[config.mk]
export PLATFORM = sky130hd
export DESIGN_NAME = otc_orbit_turn_inhibit
export DESIGN_NICKNAME = d
export VERILOG_FILES = /design/src/rtl/otc_pkg.sv /design/src/rtl/otc_orbit_div.sv /design/src/rtl/otc_turn_ctr.sv /design/src/rtl/otc_inhibit_timer.sv /design/src/rtl/otc_orbit_turn_inhibit.sv
export SDC_FILE = /design/constraint.sdc
export NUM_CORES = 1
export LEC_CHECK = 0
export CAP_MARGIN = 25
export CORE_UTILIZATION = 55
export CTS_CLUSTER_SIZE = 25
export DETAILED_ROUTE_END_ITERATION = 10
export PLACE_DENSITY_LB_ADDON = 0.12
export SLEW_MARGIN = 20
export SYNTH_ARGS = -nofsm -noshare
export SYNTH_HDL_FRONTEND = slang
export SYNTH_SLANG_ARGS = --single-unit
[constraint.sdc]
create_clock -name clk -period 7.25 [get_ports clk]
set_clock_uncertainty 0.1 [all_clocks]
set_input_delay 0.725 -clock clk [delete_from_list [all_inputs] [get_ports clk]]
set_output_delay 0.725 -clock clk [all_outputs]
set_load 0.1 [all_outputs]
[src/rtl/otc_pkg.sv]
package otc_pkg;
   typedef enum logic [1:0] {
      SRC_LOCAL = 2'd0,
      SRC_LINK  = 2'd1,
      SRC_EXT   = 2'd2,
      SRC_PGEN  = 2'd3
   } orbit_src_e;

   localparam logic [1:0] REG_SRC  = 2'd0;
   localparam logic [1:0] REG_INH  = 2'd1;
   localparam logic [1:0] REG_TURN = 2'd2;
endpackage

[src/rtl/otc_orbit_div.sv]
module otc_orbit_div #(
   parameter int unsigned ORBIT_LEN = 3564
) (
   input  logic clk,
   input  logic rst_n,
   output logic pulse_o
);
   localparam int unsigned CNT_W = $clog2(ORBIT_LEN);
   localparam logic [CNT_W-1:0] LAST = CNT_W'(ORBIT_LEN - 1);

   generate
      if (ORBIT_LEN < 2) begin : g_bad_len
         $error("otc_orbit_div: ORBIT_LEN must be at least 2");
      end
   endgenerate

   logic [CNT_W-1:0] cnt_q;

   always_ff @(posedge clk or negedge rst_n) begin
      if (!rst_n)            cnt_q <= '0;
      else if (cnt_q == LAST) cnt_q <= '0;
      else                   cnt_q <= cnt_q + CNT_W'(1);
   end

   assign pulse_o = (cnt_q == LAST);
endmodule

[src/rtl/otc_turn_ctr.sv]
module otc_turn_ctr #(
   parameter int unsigned TURN_W = 4
) (
   input  logic              clk,
   input  logic              rst_n,
   input  logic              orbit_i,
   input  logic              ecr_i,
   input  logic [TURN_W-1:0] turn_num_i,
   output logic [TURN_W-1:0] turn_o,
   output logic              match_o
);
   generate
      if (TURN_W < 1) begin : g_bad_w
         $error("otc_turn_ctr: TURN_W must be at least 1");
      end
   endgenerate

   logic [TURN_W-1:0] turn_q;

   always_ff @(posedge clk or negedge rst_n) begin
      if (!rst_n)       turn_q <= '0;
      else if (ecr_i)   turn_q <= '0;
      else if (orbit_i) turn_q <= turn_q + TURN_W'(1);
   end

   assign turn_o  = turn_q;
   assign match_o = (turn_q == turn_num_i);
endmodule

[src/rtl/otc_inhibit_timer.sv]
module otc_inhibit_timer #(
   parameter int unsigned TIMER_W = 12,
   parameter int unsigned INH_W   = 4
) (
   input  logic               clk,
   input  logic               rst_n,
   input  logic               orbit_i,
   input  logic               shadow_wr_i,
   input  logic [TIMER_W-1:0] shadow_data_i,
   output logic [TIMER_W-1:0] act_pos_o,
   output logic               inhibit_o
);
   localparam int unsigned EXT_W = TIMER_W + 1;
   localparam logic [EXT_W-1:0] SPAN = EXT_W'(INH_W - 1);

   generate
      if (INH_W < 1) begin : g_bad_inh
         $error("otc_inhibit_timer: INH_W must be at least 1");
      end
   endgenerate

   logic [TIMER_W-1:0] shadow_q, act_q, tmr_q;
   logic               run_q;
   logic [EXT_W-1:0]   win_end, tmr_ext, act_ext;

   assign act_ext = {1'b0, act_q};
   assign tmr_ext = {1'b0, tmr_q};
   assign win_end = act_ext + SPAN;

   always_ff @(posedge clk or negedge rst_n) begin
      if (!rst_n)           shadow_q <= '0;
      else if (shadow_wr_i) shadow_q <= shadow_data_i;
   end

   always_ff @(posedge clk or negedge rst_n) begin
      if (!rst_n) begin
         act_q <= '0;
         tmr_q <= '0;
         run_q <= 1'b0;
      end else if (orbit_i) begin
         act_q <= shadow_q;
         tmr_q <= '0;
         run_q <= 1'b1;
      end else if (run_q) begin
         if (tmr_ext == win_end || tmr_q == '1) run_q <= 1'b0;
         else                                 tmr_q <= tmr_q + TIMER_W'(1);
      end
   end

   assign act_pos_o = act_q;
   assign inhibit_o = run_q && (tmr_ext >= act_ext) && (tmr_ext <= win_end);
endmodule

[src/rtl/otc_orbit_turn_inhibit.sv]
module otc_orbit_turn_inhibit #(
   parameter int unsigned ORBIT_LEN = 3564,
   parameter int unsigned TURN_W    = 4,
   parameter int unsigned TIMER_W   = 12,
   parameter int unsigned INH_W     = 4
) (
   input  logic               clk,
   input  logic               rst_n,
   input  logic               link_orbit_i,
   input  logic               ext_orbit_i,
   input  logic               pgen_orbit_i,
   input  logic               ecr_i,
   input  logic               cfg_wr_i,
   input  logic [1:0]         cfg_addr_i,
   input  logic [TIMER_W-1:0] cfg_wdata_i,
   output logic               orbit_o,
   output logic [TURN_W-1:0]  turn_o,
   output logic               turn_match_o,
   output logic               inhibit_o
);
   import otc_pkg::*;

   localparam int unsigned SRC_W = 2;

   generate
      if (TIMER_W < TURN_W || TIMER_W < SRC_W) begin : g_bad_data_w
         $error("otc_orbit_turn_inhibit: TIMER_W too narrow for the register fields");
      end
   endgenerate

   orbit_src_e         src_q;
   logic [TURN_W-1:0]  turn_sel_q;
   logic               loc_orbit;
   logic [TIMER_W-1:0] act_pos;
   logic               shadow_wr;

   always_ff @(posedge clk or negedge rst_n) begin
      if (!rst_n) begin
         src_q      <= SRC_LOCAL;
         turn_sel_q <= '0;
      end else if (cfg_wr_i) begin
         if (cfg_addr_i == REG_SRC)  src_q      <= orbit_src_e'(cfg_wdata_i[SRC_W-1:0]);
         if (cfg_addr_i == REG_TURN) turn_sel_q <= cfg_wdata_i[TURN_W-1:0];
      end
   end

   assign shadow_wr = cfg_wr_i && (cfg_addr_i == REG_INH);

   otc_orbit_div #(.ORBIT_LEN(ORBIT_LEN)) div_i (
      .clk     (clk),
      .rst_n   (rst_n),
      .pulse_o (loc_orbit)
   );

   always_comb begin
      unique case (src_q)
         SRC_LINK: orbit_o = link_orbit_i;
         SRC_EXT:  orbit_o = ext_orbit_i;
         SRC_PGEN: orbit_o = pgen_orbit_i;
         default:  orbit_o = loc_orbit;
      endcase
   end

   otc_turn_ctr #(.TURN_W(TURN_W)) turn_i (
      .clk        (clk),
      .rst_n      (rst_n),
      .orbit_i    (orbit_o),
      .ecr_i      (ecr_i),
      .turn_num_i (turn_sel_q),
      .turn_o     (turn_o),
      .match_o    (turn_match_o)
   );

   otc_inhibit_timer #(.TIMER_W(TIMER_W), .INH_W(INH_W)) inh_i (
      .clk           (clk),
      .rst_n         (rst_n),
      .orbit_i       (orbit_o),
      .shadow_wr_i   (shadow_wr),
      .shadow_data_i (cfg_wdata_i),
      .act_pos_o     (act_pos),
      .inhibit_o     (inhibit_o)
   );
endmodule

==> reports/metrics.cfg <==
[clock_network]
cts_setup_buffers = 0
htree_num_levels = 3
clockBufferDepth = 2
insertion_delay_ps = 330
ctsHoldBuffers = 0
cts_resized = 0
clk_pin_slew_ps = 60
cts_buffers = 9
cts.sinks = 59
cts-root-buf = clkbuf_8
cts_tree = done

[routing]
routedWlPerCell_um = 14.4
viasPerCell = 5.64
routed.top_layer = met4
drc = 0
antenna_left = 0
drt_iter0_markers = 181
route.met3.wl_um = 189
met2_length_um = 3220
wl_met1_um = 3060
num_vias = 2556
totalWireLength_um = 6530
drt_first_pass_iters = 4

[logic_synthesis]
synth_area_leaders = dfrtp_1 (44%), ha_1 (10%), mux2_2 (5.7%)
synth_top_area_cell = dfrtp_1
synthFlopType = dfrtp_1
ys_types = 40
synth_edf_count = 0
syn_inst = 342
ys_seq_area_share_pct = 44.0
syn_area_sq_mm = 0.00336
async_flop_share_pct = 100
synth.top_cell.area_share_pct = 44.0
yosys_warnings = 0
synthTopCellsByCount = dfrtp_1 (59), nand2_1 (34), ha_1 (28)
syn_nets = 391
avgSynthCellArea_sq_um = 9.81
synth.most_common_cell = dfrtp_1
ys_ff_latch = 59

[final_layout]
drive_gt1_share_pct = 10.1
area_growth_pct = 15.7
fill_cells = 507
utilization_pct = 66.0
final_cells = 453
nets = 423
diodes = 0
final_area_sq_mm = 0.00388

[placement]
io_buffers = 27
place_area_sq_mm = 0.00370
dp_hpwl_um = 4730
routabilityCongestion = 0.814
dp.cells = 438

[power]
power.density_mw_per_mm2 = 279
internal_power_mw = 0.692
vdd.ir_drop.worst_mv = 0.146
p_sw_mw = 0.394
seq_power_share_pct = 40.9
clockPowerShare_pct = 25.0
pwr-share-comb_pct = 34.1
switching_share_pct = 36.3
design_power_total_mw = 1.09
power.leakage_nw = 1.70

[floorplanning]
die_width_um = 80.1
coreArea_sq_mm = 0.00589
fp.dieArea_sq_mm = 0.00642
fp.dieH_um = 80.1
rows = 28
start_util_pct = 57.0
io_pins = 28

[global_routing]
grt_usage_pct = 22.6
grt_pass1_wl_um = 11100
grt_max_degree = 60
antenna_found_initial = 0
grt_pass1_vias = 2497
overflow = 0

[worst_hold_path]
holdCritPathClass = register to register
holdPathEnd = inh_i.act_pos_o[0]$_DFFE_PN0N_
min_from = inh_i.shadow_q[0]$_DFFE_PN0P_
whs_path_depth = 2

[critical_path]
crit_chain = inv_1 -> ha_1 -> and4b_2 -> nand4_1 -> xnor2_1 -> ha_1 -> nand4_1 -> nor4_1 -> and2_1 -> a21oi_1 -> a221oi_1 -> clkdlybuf4s50_1
slowest_stage = clkdlybuf4s50_1
r2r_setup_slack_ps = 4050
start_kind = register
end_kind = primary output
cpPeakStageDelay_ps = 1170
crit_fanout = 26
reg2regPathDepth = 11
crit_path_start = inh_i.act_pos_o[0]$_DFFE_PN0N_
arrival_ps = 4570
r2r_start = inh_i.act_pos_o[0]$_DFFE_PN0N_
crit_type = register to primary output
crit_required_ps = 6420
rr_endpoint = inh_i.tmr_q[3]$_DFFE_PN0P_

[sta]
relSlewSlack_pct = 34.9
tightest_slew_ps = 973
rsz0062_at_grt = false
tns_ps = 0
layout_min_cycle_time_ps = 5400
drv_slew = 0
finalSetupViolations = 0
final_hold_viol_count = 0
fin_crit_sh_pct = 74.4
fmaxAchievable_ghz = 0.185

[status]
status = finished clean

[run]
max_cap_violations = 0

-- routing by layer --
| layer | vias to the layer above | global-route usage, % |
|---|---|---|
| li1 | 1283 | - |
| met1 | 1226 | 28.6 |
| met2 | 40 | 38.2 |
| met3 | 7 | 5.34 |
| met4 | 0 | 7.14 |
| met5 | - | 0 |
-- kinds of logic after synthesis --
family          Yosys count  share of synthesized area, %
simple gates            123                          19.4
mux                      18                          6.00
buf+inv                  26                          3.50
flops                    59                          44.0
fa+ha+maj                28                          10.4
xor+xnor                 24                          6.26
compound gates           64                          10.4
-- state kept, by name, summed over array words and instances, names as in the netlist --
register and cells:
inh_i.tmr_q 12, inh_i.run_q 1, turn_i.turn_o 4, inh_i.shadow_q 12
div_i.cnt_q 12, inh_i.act_pos_o 12, src_q 2, turn_sel_q 4
-- how the worst max path moves through the flow --
stage / endpoint / slack, ps / depth (start not counted)
floorplan: inhibit_o / 1880 / 13
detailed placement: inhibit_o / 2230 / 12
global route: inhibit_o / 1540 / 12
finish: inhibit_o / 1850 / 12
CTS: inhibit_o / 1850 / 12
global placement: inhibit_o / 2330 / 12
-- power groups by stage --
stage	logic [mW]	clock network, mW	registers (mW)
floorplan	0.263	0	0.448
global placement	0.351	0	0.447
detailed placement	0.370	0	0.449
CTS	0.374	0.279	0.443
global route	0.416	0.291	0.452
finish	0.370	0.272	0.444
-- metrics by stage --
| step | hold slack, ps | setup slack [ps] |
|---|---|---|
| 2_1_floorplan | 329 | 1880 |
| 4_1_cts | 383 | 1850 |
| 6_report | 377 | 1850 |
| 5_1_grt | 402 | 1540 |
| 3_3_place_gp | 361 | 2330 |
| 3_5_place_dp | 370 | 2230 |
-- cell type report --
cell class | count | area (sq um) | share of cell area [%]
multi-input cells | 257 | 1770 | 45.5
flip-flops and latches | 59 | 1480 | 38.0
repair buffers | 29 | 300 | 7.73
clock buffers | 13 | 169 | 4.35
well taps | 75 | 93.8 | 2.42
inverters | 18 | 67.6 | 1.74
clock inverters | 2 | 10.0 | 0.258
-- layout by cell type, fill, tap and decap left out, types with 10 or more instances in the layout --
master           synthesis  final
dfrtp_1                 59     59
nand2_1                 34     34
ha_1                    28     28
clkdlybuf4s50_1          0     26
a21oi_1                 24     24
o21ai_0                 22     22
nor2_1                  19     19
inv_1                   18     18
mux2_2                  17     17
xnor2_1                 15     15
nand3_1                 14     14
clkbuf_8                 0     12
or3_1                   10     10
-- critical path: cells and delay by family, from the launching register on --
kind                       cells  cell delay (ps)
and+or+nand+nor                5             1530
DFF                            1              370
AOI/OAI and AO/OA              2              410
xor gates and xnor gates       1              150
buffers and inverters          2             1260
adders and majority gates      2              510
Power figures use the tool's default switching activity.
